==> src/rtl/rbm_pkg.sv <==
package rbm_pkg;
  typedef enum logic [2:0] {
    ST_IDLE,
    ST_START,
    ST_SEND,
    ST_RECV,
    ST_RSTART,
    ST_STOP
  } rbm_state_e;

  typedef enum logic [1:0] {
    BK_DEVW,
    BK_DEVR,
    BK_IADR,
    BK_DATA
  } rbm_kind_e;
endpackage

==> src/rtl/rbm_quarter.sv <==
module rbm_quarter #(
  parameter int DIV_W = 8
) (
  input  logic             clk,
  input  logic             rst_n,
  input  logic             run_i,
  input  logic [DIV_W-1:0] div_i,
  output logic             tick_o
);
  logic [DIV_W-1:0] cnt_q, cnt_d;

  always_comb begin
    tick_o = run_i && (cnt_q == div_i);
    if (!run_i || tick_o) cnt_d = '0;
    else                  cnt_d = cnt_q + 1'b1;
  end

  always_ff @(posedge clk or negedge rst_n) begin
    if (!rst_n) cnt_q <= '0;
    else        cnt_q <= cnt_d;
  end
endmodule

==> src/rtl/rbm_lines.sv <==
module rbm_lines
  import rbm_pkg::*;
(
  input  rbm_state_e state_i,
  input  logic [1:0] qtr_i,
  input  logic       bit_i,
  input  logic       ack_slot_i,
  output logic       scl_oe_o,
  output logic       sda_oe_o
);
  logic edge_low;

  always_comb begin
    // In a bit cell, SCL is low in the first and last quarters.
    edge_low = (qtr_i == 2'd0) || (qtr_i == 2'd3);
    scl_oe_o = 1'b0;
    sda_oe_o = 1'b0;
    case (state_i)
      ST_START: begin
        scl_oe_o = (qtr_i == 2'd3);
        sda_oe_o = qtr_i[1];
      end
      ST_RSTART: begin
        scl_oe_o = edge_low;
        sda_oe_o = qtr_i[1];
      end
      ST_STOP: begin
        scl_oe_o = (qtr_i == 2'd0);
        sda_oe_o = !qtr_i[1];
      end
      ST_SEND: begin
        scl_oe_o = edge_low;
        sda_oe_o = !ack_slot_i && !bit_i;
      end
      ST_RECV: scl_oe_o = edge_low;
      default: ;
    endcase
  end
endmodule

==> src/rtl/rbm_engine.sv <==
module rbm_engine
  import rbm_pkg::*;
#(
  parameter int DIV_W      = 8,
  parameter int IADR_BYTES = 3
) (
  input  logic                            clk,
  input  logic                            rst_n,
  input  logic                            start_i,
  input  logic                            rd_i,
  input  logic [6:0]                      dev_i,
  input  logic [$clog2(IADR_BYTES+1)-1:0] isz_i,
  input  logic [8*IADR_BYTES-1:0]         iadr_i,
  input  logic [7:0]                      wdata_i,
  input  logic [DIV_W-1:0]                div_i,
  input  logic                            tick_i,
  input  logic                            sda_i,
  output rbm_state_e                      state_o,
  output logic [1:0]                      qtr_o,
  output logic                            bit_o,
  output logic                            ack_slot_o,
  output logic [DIV_W-1:0]                div_o,
  output logic                            busy_o,
  output logic                            done_o,
  output logic                            nack_err_o,
  output logic [7:0]                      rdata_o
);
  localparam int LW     = $clog2(IADR_BYTES + 1);
  localparam int IADR_W = 8 * IADR_BYTES;

  rbm_state_e        state_q, state_d;
  rbm_kind_e         kind_q, kind_d;
  logic [1:0]        qtr_q, qtr_d;
  logic [3:0]        bitcnt_q, bitcnt_d;
  logic [7:0]        shreg_q, shreg_d;
  logic [LW-1:0]     left_q, left_d;
  logic              rd_q, rd_d;
  logic [6:0]        dev_q, dev_d;
  logic [IADR_W-1:0] iadr_q, iadr_d;
  logic [7:0]        wdata_q, wdata_d;
  logic [DIV_W-1:0]  div_q, div_d;
  logic              nackb_q, nackb_d;
  logic              done_q, done_d;
  logic              err_q, err_d;
  logic [7:0]        rdata_q, rdata_d;
  logic [7:0]        iad_byte;

  // Picks the register-address byte that matches the count still to send.
  always_comb begin
    iad_byte = '0;
    for (int k = 0; k < IADR_BYTES; k++)
      if (int'(left_q) == k + 1) iad_byte = iadr_q[k*8 +: 8];
  end

  always_comb begin
    state_d  = state_q;  kind_d  = kind_q;  qtr_d   = qtr_q;
    bitcnt_d = bitcnt_q; shreg_d = shreg_q; left_d  = left_q;
    rd_d     = rd_q;     dev_d   = dev_q;   iadr_d  = iadr_q;
    wdata_d  = wdata_q;  div_d   = div_q;   nackb_d = nackb_q;
    err_d    = err_q;    rdata_d = rdata_q; done_d  = 1'b0;
    if (state_q == ST_IDLE) begin
      if (start_i) begin
        rd_d = rd_i; dev_d = dev_i; left_d = isz_i; iadr_d = iadr_i;
        wdata_d = wdata_i; div_d = div_i; err_d = 1'b0;
        qtr_d = 2'd0; state_d = ST_START;
      end
    end else if (tick_i) begin
      qtr_d = qtr_q + 2'd1;
      case (state_q)
        ST_START, ST_RSTART: begin
          if (qtr_q == 2'd3) begin
            bitcnt_d = '0;
            state_d  = ST_SEND;
            if (state_q == ST_RSTART || (rd_q && left_q == '0)) begin
              shreg_d = {dev_q, 1'b1}; kind_d = BK_DEVR;
            end else begin
              shreg_d = {dev_q, 1'b0}; kind_d = BK_DEVW;
            end
          end
        end
        ST_SEND: begin
          if (qtr_q == 2'd1 && bitcnt_q == 4'd8) nackb_d = sda_i;
          if (qtr_q == 2'd3) begin
            if (bitcnt_q != 4'd8) begin
              shreg_d  = {shreg_q[6:0], 1'b0};
              bitcnt_d = bitcnt_q + 4'd1;
            end else if (nackb_q) begin
              err_d   = 1'b1;
              state_d = ST_STOP;
            end else begin
              bitcnt_d = '0;
              case (kind_q)
                BK_DEVW, BK_IADR: begin
                  if (left_q != '0) begin
                    shreg_d = iad_byte; kind_d = BK_IADR; left_d = left_q - 1'b1;
                  end else if (rd_q) begin
                    state_d = ST_RSTART;
                  end else begin
                    shreg_d = wdata_q; kind_d = BK_DATA;
                  end
                end
                BK_DEVR: state_d = ST_RECV;
                default: state_d = ST_STOP;
              endcase
            end
          end
        end
        ST_RECV: begin
          if (qtr_q == 2'd1 && bitcnt_q != 4'd8) shreg_d = {shreg_q[6:0], sda_i};
          if (qtr_q == 2'd3) begin
            if (bitcnt_q != 4'd8) bitcnt_d = bitcnt_q + 4'd1;
            else begin
              rdata_d = shreg_q;
              state_d = ST_STOP;
            end
          end
        end
        ST_STOP: begin
          if (qtr_q == 2'd3) begin
            state_d = ST_IDLE;
            done_d  = 1'b1;
          end
        end
        default: state_d = ST_IDLE;
      endcase
    end
  end

  always_ff @(posedge clk or negedge rst_n) begin
    if (!rst_n) begin
      state_q <= ST_IDLE; kind_q <= BK_DEVW; qtr_q <= '0; bitcnt_q <= '0;
      shreg_q <= '0; left_q <= '0; rd_q <= 1'b0; dev_q <= '0; iadr_q <= '0;
      wdata_q <= '0; div_q <= '0; nackb_q <= 1'b0; done_q <= 1'b0;
      err_q <= 1'b0; rdata_q <= '0;
    end else begin
      state_q <= state_d; kind_q <= kind_d; qtr_q <= qtr_d; bitcnt_q <= bitcnt_d;
      shreg_q <= shreg_d; left_q <= left_d; rd_q <= rd_d; dev_q <= dev_d;
      iadr_q <= iadr_d; wdata_q <= wdata_d; div_q <= div_d; nackb_q <= nackb_d;
      done_q <= done_d; err_q <= err_d; rdata_q <= rdata_d;
    end
  end

  assign state_o    = state_q;
  assign qtr_o      = qtr_q;
  assign bit_o      = shreg_q[7];
  assign ack_slot_o = (bitcnt_q == 4'd8);
  assign div_o      = div_q;
  assign busy_o     = (state_q != ST_IDLE);
  assign done_o     = done_q;
  assign nack_err_o = err_q;
  assign rdata_o    = rdata_q;
endmodule

==> src/rtl/regbus_master.sv <==
module regbus_master
  import rbm_pkg::*;
#(
  parameter int DIV_W      = 8,
  parameter int IADR_BYTES = 3
) (
  input  logic                            clk,
  input  logic                            rst_n,
  input  logic                            start_i,
  input  logic                            rd_i,
  input  logic [6:0]                      dev_addr_i,
  input  logic [$clog2(IADR_BYTES+1)-1:0] iadr_size_i,
  input  logic [8*IADR_BYTES-1:0]         iadr_i,
  input  logic [7:0]                      wdata_i,
  input  logic [DIV_W-1:0]                clk_div_i,
  output logic                            scl_oe_o,
  output logic                            sda_oe_o,
  input  logic                            sda_i,
  output logic                            busy_o,
  output logic                            done_o,
  output logic                            nack_err_o,
  output logic [7:0]                      rdata_o
);
  logic [1:0]       rst_pipe;
  logic             rst_n_s;
  rbm_state_e       eng_state;
  logic [1:0]       eng_qtr;
  logic             eng_bit, eng_ack_slot, qtick;
  logic [DIV_W-1:0] eng_div;

  // Reset asserts at once and is released in step with the clock.
  always_ff @(posedge clk or negedge rst_n) begin
    if (!rst_n) rst_pipe <= 2'b00;
    else        rst_pipe <= {rst_pipe[0], 1'b1};
  end
  assign rst_n_s = rst_pipe[1];

  rbm_quarter #(.DIV_W(DIV_W)) u_qtr (
    .clk    (clk),
    .rst_n  (rst_n_s),
    .run_i  (busy_o),
    .div_i  (eng_div),
    .tick_o (qtick)
  );

  rbm_engine #(.DIV_W(DIV_W), .IADR_BYTES(IADR_BYTES)) u_eng (
    .clk        (clk),
    .rst_n      (rst_n_s),
    .start_i    (start_i),
    .rd_i       (rd_i),
    .dev_i      (dev_addr_i),
    .isz_i      (iadr_size_i),
    .iadr_i     (iadr_i),
    .wdata_i    (wdata_i),
    .div_i      (clk_div_i),
    .tick_i     (qtick),
    .sda_i      (sda_i),
    .state_o    (eng_state),
    .qtr_o      (eng_qtr),
    .bit_o      (eng_bit),
    .ack_slot_o (eng_ack_slot),
    .div_o      (eng_div),
    .busy_o     (busy_o),
    .done_o     (done_o),
    .nack_err_o (nack_err_o),
    .rdata_o    (rdata_o)
  );

  rbm_lines u_lines (
    .state_i    (eng_state),
    .qtr_i      (eng_qtr),
    .bit_i      (eng_bit),
    .ack_slot_i (eng_ack_slot),
    .scl_oe_o   (scl_oe_o),
    .sda_oe_o   (sda_oe_o)
  );
endmodule

==> config.mk <==
export PLATFORM = sky130hd
export DESIGN_NAME = regbus_master
export DESIGN_NICKNAME = d
export VERILOG_FILES = /design/src/rtl/rbm_pkg.sv /design/src/rtl/rbm_quarter.sv /design/src/rtl/rbm_lines.sv /design/src/rtl/rbm_engine.sv /design/src/rtl/regbus_master.sv
export SDC_FILE = /design/constraint.sdc
export NUM_CORES = 1
export LEC_CHECK = 0
export BUFFER_PORTS_ARGS = -buffer_cell sky130_fd_sc_hd__buf_2
export CORE_ASPECT_RATIO = 2
export CORE_MARGIN = 2
export CORE_UTILIZATION = 27
export CTS_CLUSTER_DIAMETER = 60
export DETAILED_ROUTE_END_ITERATION = 10
export GPL_TIMING_DRIVEN = 0
export PLACE_DENSITY = 0.55
export SYNTH_ARGS = -nofsm -noshare
export SYNTH_HDL_FRONTEND = slang
export SYNTH_SLANG_ARGS = --single-unit
==> constraint.sdc <==
create_clock -name clk -period 4.2 [get_ports clk]
set_input_delay 0.84 -clock clk [delete_from_list [all_inputs] [get_ports clk]]
set_output_delay 0.84 -clock clk [all_outputs]
set_load 0.005 [all_outputs]
# ---- After elaboration in Yosys (flattened, before gate mapping)
# Index checks and enable logic that the tools add are counted.
dict set report classes {
  addsub 4
  eq_ne 38
  mux 69
  n_bitwise 2
  n_reduce_logical 39
}
# cell count
set op_table {}
lappend op_table {{8-bit 2-to-1 mux} 12}
lappend op_table {{2-bit 2-to-1 mux} 19}
lappend op_table {{3-bit 2-to-1 mux} 12}
lappend op_table {{4-bit 2-to-1 mux} 6}
lappend op_table {{8-bit case mux with 3 select lines} 1}
lappend op_table {{9-bit AND reduction} 2}
lappend op_table {{8-bit AND reduction} 2}
lappend op_table {{2-bit nonzero test} 8}
lappend op_table {{3-bit by 1-bit != test with 1-bit output (second input constant)} 5}
lappend op_table {{2-bit by 1-bit != test with 1-bit output (second input constant)} 7}
lappend op_table {{1-bit 2-to-1 mux} 13}
lappend op_table {{3-bit case mux with 4 select lines} 1}
lappend op_table {{4-bit case mux with 3 select lines} 1}
lappend op_table {{10-bit AND reduction} 1}
lappend op_table {{8-bit by 1-bit adder with 8-bit output (second input constant)} 1}
lappend op_table {{2-bit equality test (second input constant)} 4}
lappend op_table {{8-bit equality test} 1}
lappend op_table {{2-bit != test (second input constant)} 4}
lappend op_table {{4-bit != test (second input constant)} 2}
lappend op_table {{2-bit by 1-bit equality test with 1-bit output (second input constant)} 3}
lappend op_table {{3-bit by 2-bit equality test with 1-bit output (second input constant)} 2}
lappend op_table {{3-bit equality test (second input constant)} 2}
lappend op_table {{2-bit logical NOT} 3}
lappend op_table {{3-bit by 2-bit != test with 1-bit output (second input constant)} 2}
lappend op_table {{23 further kinds} 38}
dict set report totals {
  ff_bits 90
  inputBits 54
  out_inout_bits 13
  word_cells 169
}

# ---- Logic depth before layout (Yosys ltp)
# Gate-level depths: netlist of run 1.
dict set report depth {
  depth_word 10
  ltp_mapped 8
  mapped_depth_nobuf 7
}

# ---- By module
# Synthesis of run 1 repeated with hierarchy kept, for this count alone.
dict set report hier_totals {
  hier_cells 422
  hier_area_um2 4565.6
}
# mod instances cells_per_inst area_per_inst_um2 seq_area_each_um2
set modules_own_cells {}
lappend modules_own_cells {rbm_engine 1 359 3905.0 2001.9}
lappend modules_own_cells {rbm_quarter 1 46 500.5 200.2}
lappend modules_own_cells {rbm_lines 1 14 106.4 0.0}
lappend modules_own_cells {regbus_master 1 3 53.8 50.0}

# ---- Least setup slack after synthesis of run 1
# OpenSTA, ideal clock, no wires.
dict set report synth_timing {
  kind {register to output}
  from {register u_eng.state_q[0], in the netlist u_eng.state_o[0]}
  to {output sda_oe_o}
  arrival_time_ns 1.256
  required_time_ns 3.360
  path_slack_ns 2.104
  path_stages_with_launch 6
  path_buffers 2
  cell_sequence {dfrtp_1 buf_4 clkbuf_1 xor2_1 a21oi_1 o22ai_1}
}
dict set report synth_between {
  elab_chain_cells 3
  elab_cells_between_ends 6
  classes_between {4 x eq/ne; 1 x mux; 1 x reduce/logical}
}
# item line
set synth_lines {}
lappend synth_lines {{from (decl)} rbm_engine.sv:31} ;# rbm_state_e state_q, state_d;
lappend synth_lines {{from (signal assigned)} rbm_engine.sv:136} ;# state_q <= state_d; kind_q <= kind_d; qtr_q <= qtr_d; bitcnt_q <= bitcnt_d;
lappend synth_lines {{3-bit by 1-bit equality test with 1-bit output / 3-bit equality test (equally long branches)} rbm_lines.sv:18} ;# case (state_i)
lappend synth_lines {{2-bit OR reduction (no line)} --}
lappend synth_lines {{1-bit case mux with 3 select lines (*)} rbm_lines.sv:18}
lappend synth_lines {{to (decl)} regbus_master.sv:17} ;# output logic sda_oe_o,
# Mark *: on every way between the ends. The rest lies on a longest branch, timed or not.

# ---- Worst setup path in the final report of run 1
# Same ends and word-level chain as after synthesis.

==> results of run 1 <==
worst register-to-register path, cell delays in order, from the launching register on:
cell,delay (ns)
dfrtp_1,0.43
inv_1,0.11
ha_1,0.19
clkbuf_1,0.43
clkbuf_1,0.42
a21oi_1,0.08
a22oi_1,0.24
o221ai_1,0.14
mux2_4,0.28
routing by layer:
metal,vias to the layer above,track usage [%],part of all wire [%]
met4,0,8.516,4.3
li1,1626,-,-
met3,31,2.239,3.6
met1,1730,14.30,36
met5,-,0,0
met2,87,25.72,56
power by group through the flow:
stage               registers [µW]  logic, µW  clock network, µW
floorplan                     1360        902                  0
global placement              1440       1170                  0
detailed placement            1440       1220                  0
CTS                           1420       1230                820
global route                  1460       1350                854
finish                        1420       1220                803
registers in the layout, summed over array words and instances (netlist names):
| register | flops |
|---|---|
| rst_pipe | 2 |
| u_eng.bitcnt_q | 4 |
| u_eng.dev_q | 7 |
| u_eng.div_o | 8 |
| u_eng.done_o | 1 |
| u_eng.iadr_q | 24 |
| u_eng.kind_q | 2 |
| u_eng.left_q | 2 |
| u_eng.nack_err_o | 1 |
| u_eng.nackb_q | 1 |
| u_eng.qtr_o | 2 |
| u_eng.rd_q | 1 |
| u_eng.rdata_o | 8 |
| u_eng.shreg_q | 8 |
| u_eng.state_o | 3 |
| u_eng.wdata_q | 8 |
| u_qtr.cnt_q | 8 |
path summary, 6_finish.rpt:
check / start / to / slack [ns] / cells after the start
max reg2reg: u_eng.left_q[0] / u_eng.shreg_q[0] / 1.77 / 8
min: rst_pipe[1] / u_eng.rd_q / 0.24 / 0
max in group asynchronous: rst_pipe[1] / u_eng.iadr_q[4] / 3.34 / 1
max: u_eng.state_o[0] / sda_oe_o / 1.24 / 6
min in group clk: rst_pipe[0] / rst_pipe[1] / 0.35 / 0
min reg2reg: rst_pipe[1] / u_eng.rd_q / 0.24 / 0
metrics by stage:
step	utilization, %	total power [µW]
CTS	32.98	3475
detailed placement	31.19	2660
floorplan	-	2257
global route	32.98	3670
finish	32.98	3443
global placement	31.01	2607
cell usage after synthesis, drive strengths merged (2+ instances only):
cell    instances  area (µm²)
and3b           2       17.52
ha             10       125.1
o31ai           3       22.52
a21oi          18       90.09
nor3b           2       20.02
a41oi           2       17.52
and2            4       25.02
nor2b           3       18.77
nand3           9       57.56
a211oi          9       67.56
nor3            2       10.01
o22a            2       17.52
nor2           22       85.09
xor2           14       122.6
a221oi          7       61.31
nand2          27       101.4
nor4bb          2       20.02
o22ai           2       12.51
dfrtp          90        2252
inv            18       67.56
mux2           58       683.2
buf            11       65.05
clkbuf         15       56.30
or2             2       12.51
o21ai          31       155.2
nor4b           2       17.52
xnor2           2       17.52
a31oi           6       43.79
nand3b          8       60.06
and3            7       43.79
nand4b          4       50.05
nor4            3       48.80
logic make-up after synthesis:
group / Yosys count / synth area share, %
other: 1 / 0.08182
buffers and inverters: 44 / 4.122
xor gates and xnor gates: 16 / 3.058
muxes: 58 / 14.91
and+or+nand+nor: 103 / 13.57
DFF: 90 / 49.14
adders and majority gates: 10 / 2.730
AOI/OAI and AO/OA: 89 / 12.39
final cells by class:
type / count / area, µm²
clock buffers: 12 / 266.5
multi-input cells: 277 / 2142
clock inverters: 4 / 31.28
flip-flops and latches: 90 / 2256
inverters: 18 / 67.56
fillers: 1688 / 11180
well taps: 207 / 259.0
plain buffers: 26 / 121.4
repair buffers: 67 / 357.8
==> reports/summary.txt, run 1 <==
H-tree depth: 3
Ant. Diodes: 0
Core Rows: 67
PortBufs: 66
Crit-path leading delay family: buffers and inverters
Core outline area: 0.01668 mm²
# DRC: 0
Number of flops mapped to enable cells by yosys: 0
Worst path required time: 3.36 ns
Fmax achieved: 0.3381 GHz
Most frequent cells in the layout: dfrtp_1, buf_2, mux2_1
CP Class: reg -> out
Commonest non-fill, non-tap cell in the layout: dfrtp_1
Final ANT Viol Nets: 0
Crit path time final: 2.958 ns
Syn Nets: 475
Clk slew on worst S/H paths: 0.06 ns
Total track usage: 14.08%
Slew headroom: 48.58%
P_leak: 0.002545 µW
Slowest-stage cell, CP: dfrtp_1
Worst slew pin tran: 0.7605 ns
Minimum hold slack: 0.2388 ns
Syn Std Cell Area: 0.004583 mm²
Cts hold-fix bufs: 0
Setup Skew: 0.007318 ns
Syn_area_per_cell: 11.15 µm²
Final Max Slew Viols: 0
Clock power frac: 23.3%
Number of buffers and inverters on the critical path: 3
Flops & latches, synth: 90
Initial DRT Pass Iterations: 4
Most used DFF post-synth: dfrtp_1
Maxcap violations: 0
Iteration-0 DRC count of the detailed router: 140
HPWL after detailed placement: 9.456 mm
NetSw: 1281 µW
Pre-CTS setup slack: 1.624 ns
Post-Layout Cell Count: 701
Seq pwr share: 41.3%
Min-delay worst type: reg -> async
Setup TNS: 0 ns
DP Area: 0.005204 mm²
Final wirelength: 12.03 mm
Initial antenna violation count: 0
Final WS setup: 1.242 ns
Synth Instances: 411
Cts repair resizes: 0
Crit-path max FO: 10
Peak supply drop: 0.0002934 V
CP Capture Type: primary output
Top Ports: 67
P&R area growth vs syn: 20.04%
Final GP Congestion: 0.8877
Clock sink total: 90
Setup-failing EPs final: 0
Fin nets: 553
Largest net degree at the start of global routing: 67
Count of cell types in the netlist: 59
Vias per cell: 4.956
Critical Path AT: 2.12 ns
RSZ-0062 raised after global routing: false
DR vias: 3,474
Post-synthesis sequential area ratio: 49.14%
Routed length per placed instance: 17.17 µm
Cell breakdown of the critical path: buf_4 -> clkbuf_1 -> xor2_1 -> a21oi_1 -> o22ai_1 -> buf_2
Die X: 96.13 µm
Num CTS Buffers: 9
Outcome: finished, final reports clean
CP max stage delay: 0.44 ns
Post-route cell area: 0.005502 mm²
Vias in the first global route: 3,713
Switching share of power: 37.20%
Die area: 0.01810 mm²
Initial Utilization: 27.47%
Placed Cells incl. Taps: 685
Post-CTS setup buffers: 0
Clock Latency Late Sink: 0.35 ns
CP Launch Type: flop
CTS tree: yes
Share of total power in combinational logic: 35.4%
First-pass GRT wire length: 19.11 mm
Overflow after GRT: 0
Async SR Flop Fraction: 100.0%
DIE HEIGHT: 188.3 µm
Share of cells above drive strength 1: 22.47%
Clock Tree Root: clkbuf_16
Ys Warns: 0
Power Density: 625.8 mW/mm²
Final Hold Viols: 0
Total internal power: 2162 µW
Clock Path Buffers: 2
Fin crit share: 70.43%
Note: power is estimated with default switching activity, not from simulation.
==> run 2: changes to the inputs <==
Settings changed: ABC_AREA set to 1, PLACE_DENSITY 0.55 to 0.56.
Clock period 4.2 ns to 2.51 ns, I/O delays scaled along.
==> run 2 against run 1 <==
Compared with the run above:
- wire length down 0.67%
- count of clock-buffer cells in the layout unchanged
- register-to-register slack got worse by 1.4 ns
- critical path depth grew 2
- sequential cell count stayed put
- worst hold slack improved by 0.032 ns
- final cell count increased by 37%
- core utilization down 0.45 points
- die area rose by 4.4%
- clock power is 68% higher
- setup slack got worse by 1.1 ns
- highest routed layer unchanged
==> reports/summary.txt, run 2 <==
CP Capture Type: primary output (unchanged)
CP Class: reg -> out (unchanged)
Flops & latches, synth: 90 (unchanged)
Core Rows: 69 (was 67)
Die X: 98.21 µm (was 96.13 µm)
H-tree depth: 3 (unchanged)
Total track usage: 13.08% (was 14.08%)
Fin nets: 803 (was 553)
RSZ-0062 raised after global routing: false (unchanged)
Cts repair resizes: 0 (unchanged)
Fmax achieved: 0.4238 GHz
Worst path required time: 2.01 ns (was 3.36 ns)
Slowest-stage cell, CP: dfrtp_1 (unchanged)
Syn_area_per_cell: 7.261 µm² (was 11.15 µm²)
Syn Nets: 724 (was 475)
Number of buffers and inverters on the critical path: 3 (unchanged)
Clk slew on worst S/H paths: 0.06 ns (about the same)
Vias per cell: 4.396 (was 4.956)
Commonest non-fill, non-tap cell in the layout: nand2_1 (was dfrtp_1)
Post-route cell area: 0.005728 mm² (was 0.005502 mm²)
Synth top cells by count: nand2_1, dfrtp_1, nand3_1, inv_1, nor2_1 (was dfrtp_1, mux2_1, nand2_1, o21ai_0, nor2_1)
CP max stage delay: 0.42 ns (was 0.44 ns)
Setup TNS: 0 ns (unchanged)
Largest register FFs: 24 (unchanged)
Crit-path max FO: 5 (was 10)
Async SR Flop Fraction: 100.0% (unchanged)
Synth area leaders: dfrtp_1, nand2_1, nand3_1, inv_1, nor2_1 (was dfrtp_1, mux2_1, o21ai_0, ha_1, xor2_1)
Ant. Diodes: 0 (unchanged)
Top Ports: 67 (unchanged)
Maxcap violations: 0 (unchanged)
First-pass GRT wire length: 20.02 mm (was 19.11 mm)
Clock Latency Late Sink: 0.34 ns (was 0.35 ns)
P&R area growth vs syn: 19.53% (was 20.04%)
Vias in the first global route: 4,108 (was 3,713)
Overflow after GRT: 0 (unchanged)
Post-synth top area share: 47.00% (was 49.14%)
Initial DRT Pass Iterations: 4 (unchanged)
Post-synthesis sequential area ratio: 47.00% (was 49.14%)
Synth Instances: 660 (was 411)
Most frequent cells in the layout: nand2_1, dfrtp_1, buf_2 (was dfrtp_1, buf_2, mux2_1)
Area leader, netlist: dfrtp_1 (unchanged)
Core outline area: 0.01761 mm² (was 0.01668 mm²)
Count of cell types in the netlist: 32 (was 59)
Crit path time final: 2.360 ns
Cell breakdown of the critical path: inv_1 -> ha_1 -> nand2_1 -> nor2_1 -> nor2_1 -> inv_1 -> o221ai_1 -> buf_2 (was buf_4 -> clkbuf_1 -> xor2_1 -> a21oi_1 -> o22ai_1 -> buf_2)
DP Area: 0.005420 mm² (was 0.005204 mm²)
Final wirelength: 11.95 mm (was 12.03 mm)
Die area: 0.01890 mm² (was 0.01810 mm²)
Worst slew pin tran: 0.5827 ns (was 0.7605 ns)
P_leak: 0.003152 µW (was 0.002545 µW)
Final Max Slew Viols: 0 (unchanged)
Setup Skew: 0.006154 ns (was 0.007318 ns)
# DRC: 0 (unchanged)
Number of flops mapped to enable cells by yosys: 0 (unchanged)
Largest net degree at the start of global routing: 60 (was 67)
Final GP Congestion: 0.8948 (was 0.8877)
Routed length per placed instance: 12.49 µm (was 17.17 µm)
DIE HEIGHT: 192.4 µm (was 188.3 µm)
HPWL after detailed placement: 9.067 mm (was 9.456 mm)
Most common cell in the synthesized netlist: nand2_1 (was dfrtp_1)
Slew headroom: 60.86% (was 48.58%)
Power Density: 1118 mW/mm² (was 625.8 mW/mm²)
Fin crit share: 94.02%
Clock sink total: 90 (unchanged)
Crit-path leading delay family: simple AND/OR/NAND/NOR gates (was buffers and inverters)
Syn Std Cell Area: 0.004792 mm² (was 0.004583 mm²)
DR vias: 4,207 (was 3,474)
Most used DFF post-synth: dfrtp_1 (unchanged)
PortBufs: 66 (unchanged)
Initial antenna violation count: 0 (unchanged)
Final Hold Viols: 0 (unchanged)
Peak supply drop: 0.0004158 V (was 0.0002934 V)
CTS tree: yes (unchanged)
Final ANT Viol Nets: 0 (unchanged)
Critical Path AT: 1.86 ns (was 2.12 ns)
Ys Warns: 0 (unchanged)
Setup-failing EPs final: 0 (unchanged)
Num CTS Buffers: 9 (unchanged)
Share of cells above drive strength 1: 15.32% (was 22.47%)
CP Launch Type: flop (unchanged)
Min-delay worst type: reg -> async (unchanged)
Most flops, register: u_eng.iadr_q (unchanged)
Clock Tree Root: clkbuf_16 (unchanged)
Outcome: finished, final reports clean (unchanged)
Clock Path Buffers: 2 (unchanged)
Iteration-0 DRC count of the detailed router: 216 (was 140)
Initial Utilization: 27.21% (was 27.47%)
Minimum hold slack: 0.2709 ns (was 0.2388 ns)
-- run 2: worst paths after layout --
path	start	end	slack (ns)	depth (start not counted)
setup reg to reg	u_eng.left_q[0]	u_eng.shreg_q[2]	0.37	11
min in group clk	dev_addr_i[2]	u_eng.dev_q[2]	0.36	3
hold / removal	rst_pipe[1]	u_eng.iadr_q[3]	0.27	0
hold reg to reg	rst_pipe[1]	u_eng.iadr_q[3]	0.27	0
max in group asynchronous	rst_pipe[1]	u_eng.wdata_q[6]	1.59	1
setup / recovery	u_eng.bitcnt_q[0]	sda_oe_o	0.15	8
-- run 2: repair_timing --
action | 4_1_cts | 5_1_grt
setup buffers | 0 | 0
hold buffers | 1 | 0
hold endpoints to repair | 2 | 0
setup endpoints to repair | 0 | 0
-- run 2: kinds of logic (layout without fill, tap and decap cells) --
family                     after synthesis  after routing  synth area share [%]
DFF                                     90             90                 47.00
adders and majority gates               10             10                 2.611
AOI/OAI and AO/OA                       48             48                 5.849
buffers and inverters                   76            160                 6.162
other                                    1              1               0.07825
xor gates and xnor gates                 5              5                0.9138
and+or+nand+nor                        430            430                 37.39
-- run 2: per-stage QoR --
stage	instances	setup WS, ns	utilization, %	power [µW]
detailed placement	940	0.3642	30.78	5081
global placement	939	0.3598	30.61	5016
CTS	957	0.1533	32.52	6463
finish	957	0.1501	32.52	6402
floorplan	660	0.7754	-	4327
global route	957	0.01867	32.52	7020
-- run 2: layout make-up --
| type | count | area, µm² |
|---|---|---|
| Buffer | 19 | 81.33 |
| Clock buffer | 12 | 246.5 |
| Clock inverter | 4 | 51.30 |
| Fill cell | 1936 | 11880 |
| Inverter | 57 | 214.0 |
| Multi-Input combinational cell | 494 | 2245 |
| Sequential cell | 90 | 2256 |
| Tap cell | 213 | 266.5 |
| Timing Repair Buffer | 68 | 367.9 |
-- run 2: layer usage --
layer | global-route usage, % | part of all wire, % | vias to the layer above
li1 | - | - | 2216
met1 | 17.46 | 48 | 1879
met2 | 21.65 | 47 | 97
met3 | 2.101 | 4.1 | 15
met4 | 4.268 | 1.7 | 0
met5 | 0 | 0 | -
-- run 2: power breakdown --
group          switching, µW  leakage [µW]  internal [µW]
registers                378       0.00115           1970
logic                   1800       0.00185            902
clock network            554      0.000143            800
==> run 3: changes to the inputs <==
Settings changed: CORE_UTILIZATION 27 to 51, PLACE_DENSITY 0.56 to 0.86.
==> run 3 against run 2 <==
Compared with the run above:
- final cell count down 11%
- clock skew up 0.0050 ns
- core utilization grew 28 points
- total power grew 0.83%
- non-clock buffer count unchanged
- register-to-register slack improved by 0.02 ns
- largest cell class unchanged
==> reports/summary.txt, run 3 (synthesis gave the netlist of run 2 again) <==
Outcome: finished, final reports clean (unchanged)
Largest register FFs: 24 (unchanged)
CP Class: reg -> out (unchanged)
PortBufs: 66 (unchanged)
GRT met3 Usage: 4.718% (was 2.101%)
Minimum hold slack: 0.2422 ns (was 0.2709 ns)
Worst path required time: 2.01 ns (about the same)
CTS tree: yes (unchanged)
Clock Latency Late Sink: 0.35 ns (was 0.34 ns)
Slowest-stage cell, CP: dfrtp_1 (unchanged)
Initial antenna violation count: 0 (unchanged)
Top Ports: 67 (unchanged)
Clock Tree Root: clkbuf_16 (unchanged)
Min-delay worst type: reg -> async (unchanged)
Fin nets: 803 (unchanged)
Maxcap violations: 0 (unchanged)
HPWL after detailed placement: 9.160 mm (was 9.067 mm)
Cts repair resizes: 0 (unchanged)
Overflow after GRT: 0 (unchanged)
# fillers: 811 (was 1,936)
Slew headroom: 61.42% (was 60.86%)
P&R area growth vs syn: 16.71% (was 19.53%)
Met1 usage: 25.44% (was 17.46%)
CP Launch Type: flop (unchanged)
Cell breakdown of the critical path: inv_2 -> nand2_1 -> inv_1 -> a21oi_1 -> o221ai_1 -> buf_2 (was inv_1 -> ha_1 -> nand2_1 -> nor2_1 -> nor2_1 -> inv_1 -> o221ai_1 -> buf_2)
Final ANT Viol Nets: 0 (unchanged)
Total internal power: 3572 µW (was 3670 µW)
NetSw: 2883 µW (was 2732 µW)
Commonest non-fill, non-tap cell in the layout: nand2_1 (unchanged)
Clock power frac: 20.7% (was 21.1%)
RSZ-0062 raised after global routing: false (unchanged)
Clock sink total: 90 (unchanged)
Clk slew on worst S/H paths: 0.07 ns (was 0.06 ns)
Total track usage: 24.15% (was 13.08%)
Setup Skew: 0.01115 ns (was 0.006154 ns)
Crit-path max FO: 10 (was 5)
Top Usage Layer GRT: met2 (unchanged)
Final wirelength: 11.56 mm (was 11.95 mm)
Routed length per placed instance: 13.63 µm (was 12.49 µm)
Crit Reg-Reg Startpoint: u_eng.left_q[0] (unchanged)
CP Capture Type: primary output (unchanged)
Peak supply drop: 0.0007797 V (was 0.0004158 V)
Core Rows: 50 (was 69)
Worst slew pin tran: 0.5744 ns (was 0.5827 ns)
Clock Path Buffers: 2 (unchanged)
Initial Utilization: 51.76% (was 27.21%)
Seq pwr share: 36.6% (about the same)
Setup TNS: 0 ns (unchanged)
Number of buffers and inverters on the critical path: 3 (unchanged)
Switching share of power: 44.66% (was 42.67%)
Worst setup startpoint: u_eng.state_o[2] (was u_eng.bitcnt_q[0])
Power Density: 1154 mW/mm² (was 1118 mW/mm²)
Most flops, register: u_eng.iadr_q (unchanged)
DIE HEIGHT: 141.1 µm (was 192.4 µm)
Die area: 0.01023 mm² (was 0.01890 mm²)
Setup-failing EPs final: 0 (unchanged)
Iteration-0 DRC count of the detailed router: 310 (was 216)
First-pass GRT wire length: 19.22 mm (was 20.02 mm)
Crit-path leading delay family: flip-flops (was simple AND/OR/NAND/NOR gates)
Final GP Congestion: 0.9370 (was 0.8948)
Fin crit share: 94.16% (was 94.02%)
Most frequent cells in the layout: nand2_1, dfrtp_1, buf_2 (unchanged)
Ant. Diodes: 0 (unchanged)
# DRC: 0 (unchanged)
DR vias: 4,414 (was 4,207)
Final Max Slew Viols: 0 (unchanged)
P_leak: 0.003156 µW (was 0.003152 µW)
Power Total: 6455 µW (was 6402 µW)
R2R depth: 11 (unchanged)
Vias in the first global route: 4,408 (was 4,108)
Die X: 72.54 µm (was 98.21 µm)
Initial DRT Pass Iterations: 6 (was 4)
CP max stage delay: 0.56 ns (was 0.42 ns)
Core outline area: 0.009259 mm² (was 0.01761 mm²)
Flop-to-flop setup slack: 0.39 ns (was 0.37 ns)
Share of cells above drive strength 1: 15.59% (was 15.32%)
Fmax achieved: 0.4231 GHz (was 0.4238 GHz)
Largest net degree at the start of global routing: 64 (was 60)
Num CTS Buffers: 9 (unchanged)
GRT met2 Usage: 42.58% (was 21.65%)
Reg-to-reg endpoint: u_eng.shreg_q[0] (was u_eng.shreg_q[2])
Vias per cell: 5.205 (was 4.396)
Critical Path Stages: 6 (was 8)
Crit path time final: 2.363 ns (was 2.360 ns)
Final Hold Viols: 0 (unchanged)
H-tree depth: 3 (unchanged)
Share of total power in combinational logic: 42.7% (was 42.2%)
Critical Path AT: 1.86 ns (about the same)
run 3: routing by layer:
metal / wire, µm / vias to the layer above
met5: 0 / -
met4: 593 / 0
met3: 388 / 41
met2: 6262 / 116
met1: 4311 / 2032
li1: - / 2225
run 3: layout make-up:
type	instances	area (µm²)	share of cell area, %
sequential	90	2256	40.34
multi-input combinational	494	2245	40.13
timing repair buffer	68	367.9	6.577
clock buffer	9	225.2	4.027
inverter	57	214.0	3.826
tap	104	130.1	2.327
buffer	19	81.33	1.454
clock inverter	7	73.82	1.320
run 3: worst register-to-register path: stages (launching register included):
cell and delay [ns]:
dfrtp_1 0.43, inv_1 0.09, ha_1 0.20, clkbuf_1 0.22
nand2_1 0.20, inv_1 0.05, o211ai_1 0.15, nand3_1 0.14
nor2_4 0.22, nand2_2 0.15, nand2_1 0.10, nand2_1 0.05
run 3: worst max path at each step:
stage                             endpoint  slack, ns
final                             scl_oe_o       0.15
after global routing              scl_oe_o       0.05
after floorplan           u_eng.shreg_q[0]       0.78
after global placement    u_eng.shreg_q[2]       0.52
after CTS                         scl_oe_o       0.16
after detailed placement  u_eng.shreg_q[4]       0.46
run 3: per-stage QoR:
| stage | worst slack, ns | instance area, µm² | util (%) | cells |
|---|---|---|---|---|
| CTS | 0.1593 | 5593 | 60.41 | 848 |
| finish | 0.1466 | 5593 | 60.41 | 848 |
| detailed placement | 0.4563 | 5284 | 57.07 | 831 |
| global placement | 0.5198 | 5254 | 56.74 | 830 |
| floorplan | 0.7754 | 4793 | - | 660 |
| global route | 0.04818 | 5593 | 60.41 | 848 |
run 3: what timing repair did:
action,CTS,global route
hold buffers,1,0
hold endpoints to repair,2,0
buffers inserted,0,0
run 3: power groups by stage:
stage | combinational (µW) | clock [µW] | sequential [µW]
after floorplan | 2060 | 0 | 2270
after global placement | 2620 | 0 | 2370
after detailed placement | 2740 | 0 | 2380
after CTS | 2760 | 1350 | 2360
after global routing | 3140 | 1420 | 2420
final | 2760 | 1330 | 2360
